$ cat src/rtl/posbus_pkg.sv
package posbus_pkg;

    typedef enum logic [2:0] {
        CMD_NONE,
        CMD_RD_POS,
        CMD_RD_STAT,
        CMD_RD_TEST,
        CMD_RESET,
        CMD_LATCH_ALL
    } cmd_e;

    // Nibbles alternate A,5 starting from the LSB nibble.
    function automatic logic [63:0] test_word();
        logic [63:0] w;
        logic [3:0]  nib;
        w = '0;
        for (int i = 0; i < 64; i++) begin
            nib  = ((i / 4) % 2 == 0) ? 4'hA : 4'h5;
            w[i] = nib[i % 4];
        end
        return w;
    endfunction

endpackage

$ cat src/rtl/posbus_decode.sv
module posbus_decode
    import posbus_pkg::*;
#(
    parameter int ADDR_W = 5,
    parameter int BASE_W = 3
) (
    input  logic [ADDR_W-1:0] addr,
    input  logic [BASE_W-1:0] base,
    output cmd_e              cmd
);
    localparam int REG_W = ADDR_W - BASE_W;

    logic [BASE_W-1:0] addr_base;
    logic [REG_W-1:0]  code;

    assign addr_base = addr[ADDR_W-1 -: BASE_W];
    assign code      = addr[REG_W-1:0];

    always_comb begin
        cmd = CMD_NONE;
        if (addr_base == '0) begin
            if (code == REG_W'(0))      cmd = CMD_LATCH_ALL;
            else if (code == REG_W'(2)) cmd = CMD_RESET;
        end else if ((base != '0) && (addr_base == base)) begin
            if (code == REG_W'(0))      cmd = CMD_RD_POS;
            else if (code == REG_W'(1)) cmd = CMD_RD_STAT;
            else if (code == REG_W'(2)) cmd = CMD_RESET;
            else if (code == REG_W'(3)) cmd = CMD_RD_TEST;
        end
    end

endmodule

$ cat src/rtl/posbus_gap.sv
module posbus_gap #(
    parameter int MIN_HIGH = 2
) (
    input  logic clk,
    input  logic rst_n,
    input  logic en_n,
    output logic accept
);
    localparam int CNT_W = $clog2(MIN_HIGH + 1);

    typedef struct packed {
        logic             en;
        logic [CNT_W-1:0] hi;
    } gap_t;

    gap_t gap_d, gap_q;

    always_comb begin
        gap_d    = gap_q;
        gap_d.en = en_n;
        if (!en_n)
            gap_d.hi = '0;
        else if (gap_q.hi != CNT_W'(MIN_HIGH))
            gap_d.hi = gap_q.hi + 1'b1;
    end

    assign accept = gap_q.en && !en_n && (gap_q.hi == CNT_W'(MIN_HIGH));

    always_ff @(posedge clk or negedge rst_n) begin
        if (!rst_n) begin
            gap_q.en <= 1'b1;
            gap_q.hi <= CNT_W'(MIN_HIGH);
        end else begin
            gap_q <= gap_d;
        end
    end

endmodule

$ cat src/rtl/posbus_err.sv
module posbus_err #(
    parameter int FAULT_W = 4
) (
    input  logic               clk,
    input  logic               rst_n,
    input  logic [FAULT_W-1:0] fault_in,
    input  logic               clear_req,
    output logic [FAULT_W-1:0] flags,
    output logic               err_n
);
    logic [FAULT_W-1:0] flags_d, flags_q;

    always_comb begin
        if (clear_req && (fault_in == '0))
            flags_d = '0;
        else
            flags_d = flags_q | fault_in;
    end

    always_ff @(posedge clk or negedge rst_n) begin
        if (!rst_n) flags_q <= '0;
        else        flags_q <= flags_d;
    end

    assign flags = flags_q;
    assign err_n = ~(|flags_q);

endmodule

$ cat src/rtl/posbus_slave.sv
module posbus_slave
    import posbus_pkg::*;
#(
    parameter int POS_W    = 36,
    parameter int ADDR_W   = 5,
    parameter int BASE_W   = 3,
    parameter int STAT_W   = 16,
    parameter int FAULT_W  = 4,
    parameter int MIN_HIGH = 2
) (
    input  logic               clk,
    input  logic               rst_n,
    input  logic [ADDR_W-1:0]  bus_addr,
    input  logic               bus_en_n,
    input  logic [BASE_W-1:0]  unit_base,
    input  logic [POS_W-1:0]   pos_in,
    input  logic [STAT_W-1:0]  status_in,
    input  logic [FAULT_W-1:0] fault_in,
    output logic [POS_W-1:0]   data_out,
    output logic               data_oe,
    output logic               err_n
);
    localparam logic [POS_W-1:0] TEST_PAT = POS_W'(test_word());

    typedef struct packed {
        logic [POS_W-1:0] pos_lat;
        logic [POS_W-1:0] stat_lat;
        cmd_e             pend;
        logic             oe;
        logic [POS_W-1:0] data;
    } slv_t;

    slv_t st_d, st_q;

    cmd_e               cmd;
    logic               accept;
    logic               clear_req;
    logic [FAULT_W-1:0] flags;
    logic [POS_W-1:0]   stat_word;

    posbus_decode #(.ADDR_W(ADDR_W), .BASE_W(BASE_W)) dec_i (
        .addr (bus_addr),
        .base (unit_base),
        .cmd  (cmd)
    );

    posbus_gap #(.MIN_HIGH(MIN_HIGH)) gap_i (
        .clk    (clk),
        .rst_n  (rst_n),
        .en_n   (bus_en_n),
        .accept (accept)
    );

    assign clear_req = accept && (cmd == CMD_RESET);

    posbus_err #(.FAULT_W(FAULT_W)) err_i (
        .clk       (clk),
        .rst_n     (rst_n),
        .fault_in  (fault_in),
        .clear_req (clear_req),
        .flags     (flags),
        .err_n     (err_n)
    );

    always_comb begin
        stat_word = '0;
        stat_word[STAT_W-1:0]       = status_in;
        stat_word[STAT_W +: FAULT_W] = flags;
    end

    always_comb begin
        st_d = st_q;
        if (bus_en_n) begin
            st_d.oe   = 1'b0;
            st_d.data = '0;
            st_d.pend = CMD_NONE;
        end else if (st_q.pend != CMD_NONE) begin
            st_d.oe   = 1'b1;
            st_d.pend = CMD_NONE;
            case (st_q.pend)
                CMD_RD_POS:  st_d.data = st_q.pos_lat;
                CMD_RD_STAT: st_d.data = st_q.stat_lat;
                default:     st_d.data = TEST_PAT;
            endcase
        end
        if (accept) begin
            case (cmd)
                CMD_LATCH_ALL: begin
                    st_d.pos_lat  = pos_in;
                    st_d.stat_lat = stat_word;
                end
                CMD_RD_POS, CMD_RD_STAT, CMD_RD_TEST: st_d.pend = cmd;
                default: ;
            endcase
        end
    end

    always_ff @(posedge clk or negedge rst_n) begin
        if (!rst_n) begin
            st_q.pos_lat  <= '0;
            st_q.stat_lat <= '0;
            st_q.pend     <= CMD_NONE;
            st_q.oe       <= 1'b0;
            st_q.data     <= '0;
        end else begin
            st_q <= st_d;
        end
    end

    assign data_out = st_q.data;
    assign data_oe  = st_q.oe;

endmodule

$ cat config.mk
export PLATFORM = sky130hd
export DESIGN_NAME = posbus_slave
export DESIGN_NICKNAME = d
export VERILOG_FILES = /design/src/rtl/posbus_pkg.sv /design/src/rtl/posbus_decode.sv /design/src/rtl/posbus_gap.sv /design/src/rtl/posbus_err.sv /design/src/rtl/posbus_slave.sv
export SDC_FILE = /design/constraint.sdc
export NUM_CORES = 1
export LEC_CHECK = 0
export BUFFER_PORTS_ARGS = -buffer_cell sky130_fd_sc_hd__buf_2
export CAP_MARGIN = 15
export CORE_MARGIN = 2
export CORE_UTILIZATION = 45
export DETAILED_ROUTE_END_ITERATION = 12
export GPL_ROUTABILITY_DRIVEN = 0
export HOLD_SLACK_MARGIN = 0.05
export PLACE_DENSITY = 0.67
export SLEW_MARGIN = 0
export SYNTH_ARGS = -nofsm -noshare
export SYNTH_HDL_FRONTEND = slang
export SYNTH_SLANG_ARGS = --single-unit
$ cat constraint.sdc
create_clock -name clk -period 2.39 [get_ports clk]
set_clock_uncertainty 0.2 [all_clocks]
set_input_delay 0.3585 -clock clk [delete_from_list [all_inputs] [get_ports clk]]
set_output_delay 0.3585 -clock clk [all_outputs]
set_load 0.01 [all_outputs]
==> results of run 1 <==
-- stage by stage --
step	power, W	hold WS (ps)
final	0.00338	55.7
after global routing	0.00356	53.2
after CTS	0.00340	50.2
after detailed placement	0.00219	189
after global placement	0.00218	182
after floorplan	0.00205	-137
-- power by group --
part | internal (W) | switching [W]
logic | 0.000226 | 0.000181
clock network | 0.000544 | 0.000580
registers | 0.00181 | 0.0000401
-- worst reg2reg max path, delay by kind of cell (launching register included) --
| kind | cells | cell delay (ps) |
|---|---|---|
| DFF | 1 | 560 |
| AOI/OAI and AO/OA | 2 | 430 |
| buffers and inverters | 2 | 360 |
| muxes | 1 | 330 |
| and+or+nand+nor | 2 | 260 |
| adders and majority gates | 1 | 130 |
-- final cells by class --
type                       instances  area, µm²  area share
sequential                       103       2580       0.416
multi-input combinational        245       1880       0.302
timing repair buffer             182       1360       0.219
tap                              136        170      0.0274
clock buffer                      12        155      0.0250
clock inverter                     4       53.8     0.00866
inverter                           4       15.0     0.00242
-- state kept, by name, indices dropped and copies added, names as in the netlist --
signal / flops
st_q: 59
gap_i.gap_q: 3
data_oe: 1
data_out: 36
err_i.flags: 4
-- cell families (layout without fill, tap and decap cells) --
logic type / Yosys count / count (layout)
AND/OR/NAND/NOR: 107 / 107
flip-flops: 103 / 103
XOR/XNOR: 4 / 4
other: 1 / 1
buffers and inverters: 62 / 202
adder cells (fa/ha/maj): 6 / 6
AO/OA/AOI/OAI: 53 / 53
multiplexers: 74 / 74
-- synthesized netlist by cell type, drive strengths merged (3+ instances only) --
library cell and instances:
clkbuf 14, inv 4, nand2 14, dfrtp 101
o21ai 13, nor2 70, a21oi 28, mux2i 18
ha 6, buf 44, mux2 56, nor2b 9
xor2 3, o22ai 8, nor4 4
-- routing by layer --
layer  GRT usage  vias to the layer above  share of wire
met2       0.332                       80           0.51
li1            -                     1620              -
met5           0                        -              0
met4      0.0733                        0          0.014
met1       0.252                     1654           0.43
met3      0.0339                       11          0.044
-- what timing repair did --
item / in CTS / in global routing
setup endpoints to repair: 56 / 56
gates resized for setup: 3 / 7
pin swaps: 1 / 2
setup buffers: 1 / 3
gates cloned: 1 / 4
hold buffers: 56 / 0
endpoints found under the hold margin: 96 / 0
-- path summary, 6_finish.rpt --
check	depth (start not counted)	endpoint	slack, ps
worst max-delay path	8	st_q[76]$_DFFE_PN0P_	20
worst min-delay path	3	err_i.flags[1]$_DFF_PN0_	60
worst max register to register	8	st_q[76]$_DFFE_PN0P_	20
worst min register to register	2	data_out[1]$_DFFE_PN0P_	280
max in group asynchronous	3	st_q[93]$_DFFE_PN0P_	1010
min in group asynchronous	2	data_out[24]$_DFFE_PN0P_	330
==> impl_results.md, run 1 <==
- Outcome: finished, final reports clean
- Final wirelength: 11.0 mm
- Setup ws final: 22.0 ps
- Total of max-cap violations: 0
- Synth-to-Final Area Change: 28.9%
- CTS max path bufs: 2
- Buffers & Inverters on Critical Path: 2
- Post-synth EDFFs: 0
- CP max FO: 5
- Vias in the first global route: 3564
- Slew Limit Headroom: 0.447
- Post-DR wirelength/cell: 16.0 µm
- Die Wd: 107 µm
- Die ar.: 11600 µm²
- Clock-pin slew on the worst setup and hold paths: 90 ps
- LEAKAGE: 2.97 nW
- Post-DP HPWL: 6.52 mm
- DR vias: 3365
- CP max stage delay: 560 ps
- CTS H-tree depth: 3
- Root buffer cell: clkbuf_8
- CTS sink cnt: 103
- Post-synth top area share: 0.524
- Drt pass-1 iters: 4
- Largest family of logic cells by synthesized area: multiplexers
- Diode count: 0
- CP delay by family, top: flip-flops
- Ports: 105
- VDD IR max: 0.283 mV
- Post-synthesis compound-gate area fraction: 0.0615
- Tightest Pin Transition: 827 ps
- Final Hold Fails: 0
- Final setup fails: 0
- Synth warn: 0
- Layout cells sized above 1: 0.378
- Fillers: 865
- CP endpoint kind: flip-flop
- GRT Total Usage: 0.196
- Final ANT Viol Nets: 0
- 1st-iter DRT viols: 114
- GRT overflow: 0
- Kind of critical path: reg -> reg
- HP Start: fault_in[1]
- Sequential share of the synthesized area: 0.535
- Post-Syn Area: 4820 µm²
- Finished Layout Cells: 686
- Period utilisation layout: 0.991
- Syn Nets: 483
- Post-Place Worst Slack: -312 ps
- Slowest cell on crit path: dfstp_2
- Num rows: 37
- WP data required: 2440 ps
- Setup Total Neg Slack: 0 ps
- Avg Inst Size Synth: 11.8 µm²
- WP data arrival: 2420 ps
- Reg2Reg Launch Point: gap_i.gap_q[1]$_DFFE_PN1P_
- Leading register cell type out of synthesis: dfrtp_1
- Input/output buffers: 104
- CORE AREA: 10400 µm²
- Cell Chain, Critical Path: ha_4 > nand2_1 > nor2_4 > o31ai_4 > a211oi_4 > buf_6 > buf_6 > mux2_2
- CTS Buf Count: 9
- Final net count: 618
- Worst hold path class: in -> reg
- Adder-Cell Fraction of Synth Area: 0.0156
- Synth top area cells: dfrtp_1 (52%), mux2_4 (12%), buf_4 (5.6%)
- Synth area leader: dfrtp_1
- CTS tree: built
- Critical Path Start: gap_i.gap_q[1]$_DFFE_PN1P_
- Final Instance Area: 6210 µm²
- PD cells: 544 nW/µm²
- Async SR Flop Fraction: 1.00
- Synthesized flop and latch total: 103
- Inst Count DP: 605
- Slew Limit Fails: 0
- Synth cell types: 34
- Placed cell area: 5250 µm²
- Global-route wire length before repair: 17.5 mm
- Commonest non-fill, non-tap cell in the layout: buf_2
- DRC Markers: 0
- Crit path time final: 2370 ps
- Max Freq: 0.422 GHz
- Type of element launching the critical path: flip-flop
- Initial core utilization: 0.465
- Most frequent cells in the layout: buf_2 (103), dfrtp_1 (99), nor2_1 (69), dlygate4sd3_1 (56), mux2_4 (40)
- Antenna violations before repair: 0
- Synthesized instance count: 410
- Mux cell area share after synthesis: 0.199
- Largest net degree at the start of global routing: 45
- Via density: 4.91
- Core Util, Final: 0.599
- Post-Synth Simple-Gate Area: 0.0958
- Most frequent CP cell: buf_6
- Die Y: 107 µm
- Clk_lat worst skew: 360 ps
- Post-Synth XOR/XNOR Area: 0.00727
(Power assumes the default switching activity.)
==> run 2: changes to the inputs <==
==> constraint.sdc (replaced) <==
create_clock -name clk -period 2.4 [get_ports clk]
set_clock_uncertainty 0.2 [all_clocks]
set_input_delay 0.36 -clock clk [delete_from_list [all_inputs] [get_ports clk]]
set_output_delay 0.36 -clock clk [all_outputs]
set_load 0.01 [all_outputs]
==> impl_results.md, run 2 (same netlist as run 1, synthesis figures left out) <==
- Diode count: 0 (unchanged)
- Input/output buffers: 104 (unchanged)
- Final wirelength: 10.4 mm (-5.0%)
- Root buffer cell: clkbuf_8
- CP max FO: 20 (+15)
- Clock-pin slew on the worst setup and hold paths: 90 ps (about the same)
- GRT overflow: 0 (unchanged)
- VDD IR max: 0.278 mV (-1.8%)
- 1st-iter DRT viols: 162 (+42%)
- Type of element launching the critical path: flip-flop
- DR vias: 3298 (-2.0%)
- Max reg flops: 59 (unchanged)
- Core Util, Final: 0.587 (-0.0127)
- CORE AREA: 10400 µm² (unchanged)
- CTS max path bufs: 2 (unchanged)
- LEAKAGE: 2.92 nW (-1.5%)
- CTS tree: built
- Max Freq: 0.420 GHz (-0.57%)
- Num rows: 37 (unchanged)
- GRT Total Usage: 0.183 (-0.0132)
- Vias in the first global route: 3299 (-7.4%)
- Critical Path Start: gap_i.gap_q[1]$_DFFE_PN1P_
- Final Hold Fails: 0 (unchanged)
- Ports: 105 (unchanged)
- Antenna violations before repair: 0 (unchanged)
- Placed cell area: 5250 µm² (-0.14%)
- Drt pass-1 iters: 4 (unchanged)
- Die Wd: 107 µm (unchanged)
- Post-Place Worst Slack: -291 ps (+20.9 ps)
- Final ANT Viol Nets: 0 (unchanged)
- Final Instance Area: 6080 µm² (-2.1%)
- RSZ-0062 raised after global routing: yes
- Fillers: 863 (-0.23%)
- DRC Markers: 0 (unchanged)
- Period utilisation layout: 0.992 (+0.00153)
- Final net count: 610 (-1.3%)
- CTS sink cnt: 103 (unchanged)
- FF-to-FF End: st_q[56]$_DFFE_PN0P_
- Worst hold path class: in -> reg
- Initial core utilization: 0.465 (unchanged)
- WP data required: 2440 ps (about the same)
- CP endpoint kind: flip-flop
- Outcome: finished, final reports clean
- Sequential cell area: 2580 µm² (unchanged)
- Slew Limit Headroom: 0.461 (+0.0133)
- Area of the multi-input gates: 1850 µm² (-1.5%)
- Post-DR wirelength/cell: 15.4 µm (-3.7%)
- Crit path time final: 2380 ps (+13.6 ps)
- FF-to-FF setup slack: 20 ps (about the same)
- CTS Buf Count: 9 (unchanged)
- Total of max-cap violations: 0 (unchanged)
- Final setup fails: 0 (unchanged)
- Layout cells sized above 1: 0.366 (-0.0122)
- R2R cell count: 7 (-1)
- Setup ws final: 18.5 ps (-3.58 ps)
- Reg2Reg Launch Point: gap_i.gap_q[1]$_DFFE_PN1P_
- Kind of critical path: reg -> reg
- WP data arrival: 2420 ps (about the same)
- Tightest Pin Transition: 807 ps (-19.9 ps)
- Largest net degree at the start of global routing: 43 (-4.4%)
- Hold path cells: 2 (-1)
- Die Y: 107 µm (unchanged)
- Commonest non-fill, non-tap cell in the layout: buf_2
- Global-route wire length before repair: 16.3 mm (-6.7%)
- Synth-to-Final Area Change: 26.2%
- Post-DP HPWL: 6.57 mm (+0.66%)
- Clk_lat worst skew: 360 ps (about the same)
- Slew Limit Fails: 0 (unchanged)
- Most frequent cells in the layout: buf_2 (103), dfrtp_1 (99), nor2_1 (69), dlygate4sd3_1 (55), mux2_4 (40)
- Via density: 4.87 (-0.69%)
- Crit path capture: st_q[56]$_DFFE_PN0P_
- CTS H-tree depth: 3 (unchanged)
- Biggest register: st_q
- Die ar.: 11600 µm² (unchanged)
- PD cells: 557 nW/µm² (+2.4%)
[run 2: changes by cell type in the layout (fill, tap and decap cells not counted), moves of 2 or more]
cell,before,now
buf_6,4,1
clkinvlp_4,2,0
clkbuf_16,3,1
buf_4,13,11
clkbuf_8,11,9
[run 2: power breakdown]
group | leakage, nW | internal (W) | switching, W
combinational | 1.44 | 0.000211 | 0.000169
sequential | 1.38 | 0.00180 | 0.0000376
clock | 0.107 | 0.000587 | 0.000583
total | 2.92 | 0.00260 | 0.000790
[run 2: how the worst min path moves through the flow]
stage / to / from
floorplan: data_oe$_DFFE_PN0P_ / rst_n
detailed placement: st_q[107]$_DFFE_PN0P_ / rst_n
CTS: err_i.flags[2]$_DFF_PN0_ / fault_in[2]
global route: err_i.flags[2]$_DFF_PN0_ / fault_in[2]
global placement: data_out[31]$_DFFE_PN0P_ / rst_n
finish: st_q[49]$_DFFE_PN0P_ / status_in[9]
[run 2: routing by layer]
metal	up-vias	GRT usage	part of all wire
met3	17	0.0254	0.038
met2	83	0.293	0.49
met4	0	0.0742	0.021
met5	-	0	0
li1	1595	-	-
met1	1603	0.250	0.45
[run 2: stage by stage]
stage	hold WS (ps)	total power, W	setup TNS [ps]	instances
after floorplan	-136	0.00204	-150	410
after global routing	51.8	0.00355	-842	677
final	62.3	0.00339	0	677
after detailed placement	179	0.00218	-13980	604
after CTS	50.1	0.00341	-214	674
after global placement	175	0.00217	-12860	604
[run 2: cell type report]
type | instances | area share
clock buffer | 10 | 0.0210
sequential | 103 | 0.425
timing repair buffer | 174 | 0.207
multi-input combinational | 245 | 0.304
tap | 136 | 0.0280
inverter | 4 | 0.00247
clock inverter | 5 | 0.0136
[run 2: repair_timing]
item                                    in CTS  in global routing
gates cloned                                 1                  1
pin swaps                                    2                  1
resized for setup                            2                  1
endpoints found under the setup margin      56                 37
buffers inserted                             1                  0
endpoints found under the hold margin       91                  2
hold buffers                                53                  2
[run 2: critical path, stage by stage, from the launching register on]
cell	delay, ps
dfstp_2	540
ha_1	150
nand2_1	90
nor2_4	150
o31ai_2	120
a211oi_4	300
bufbuf_16	400
mux2_4	310
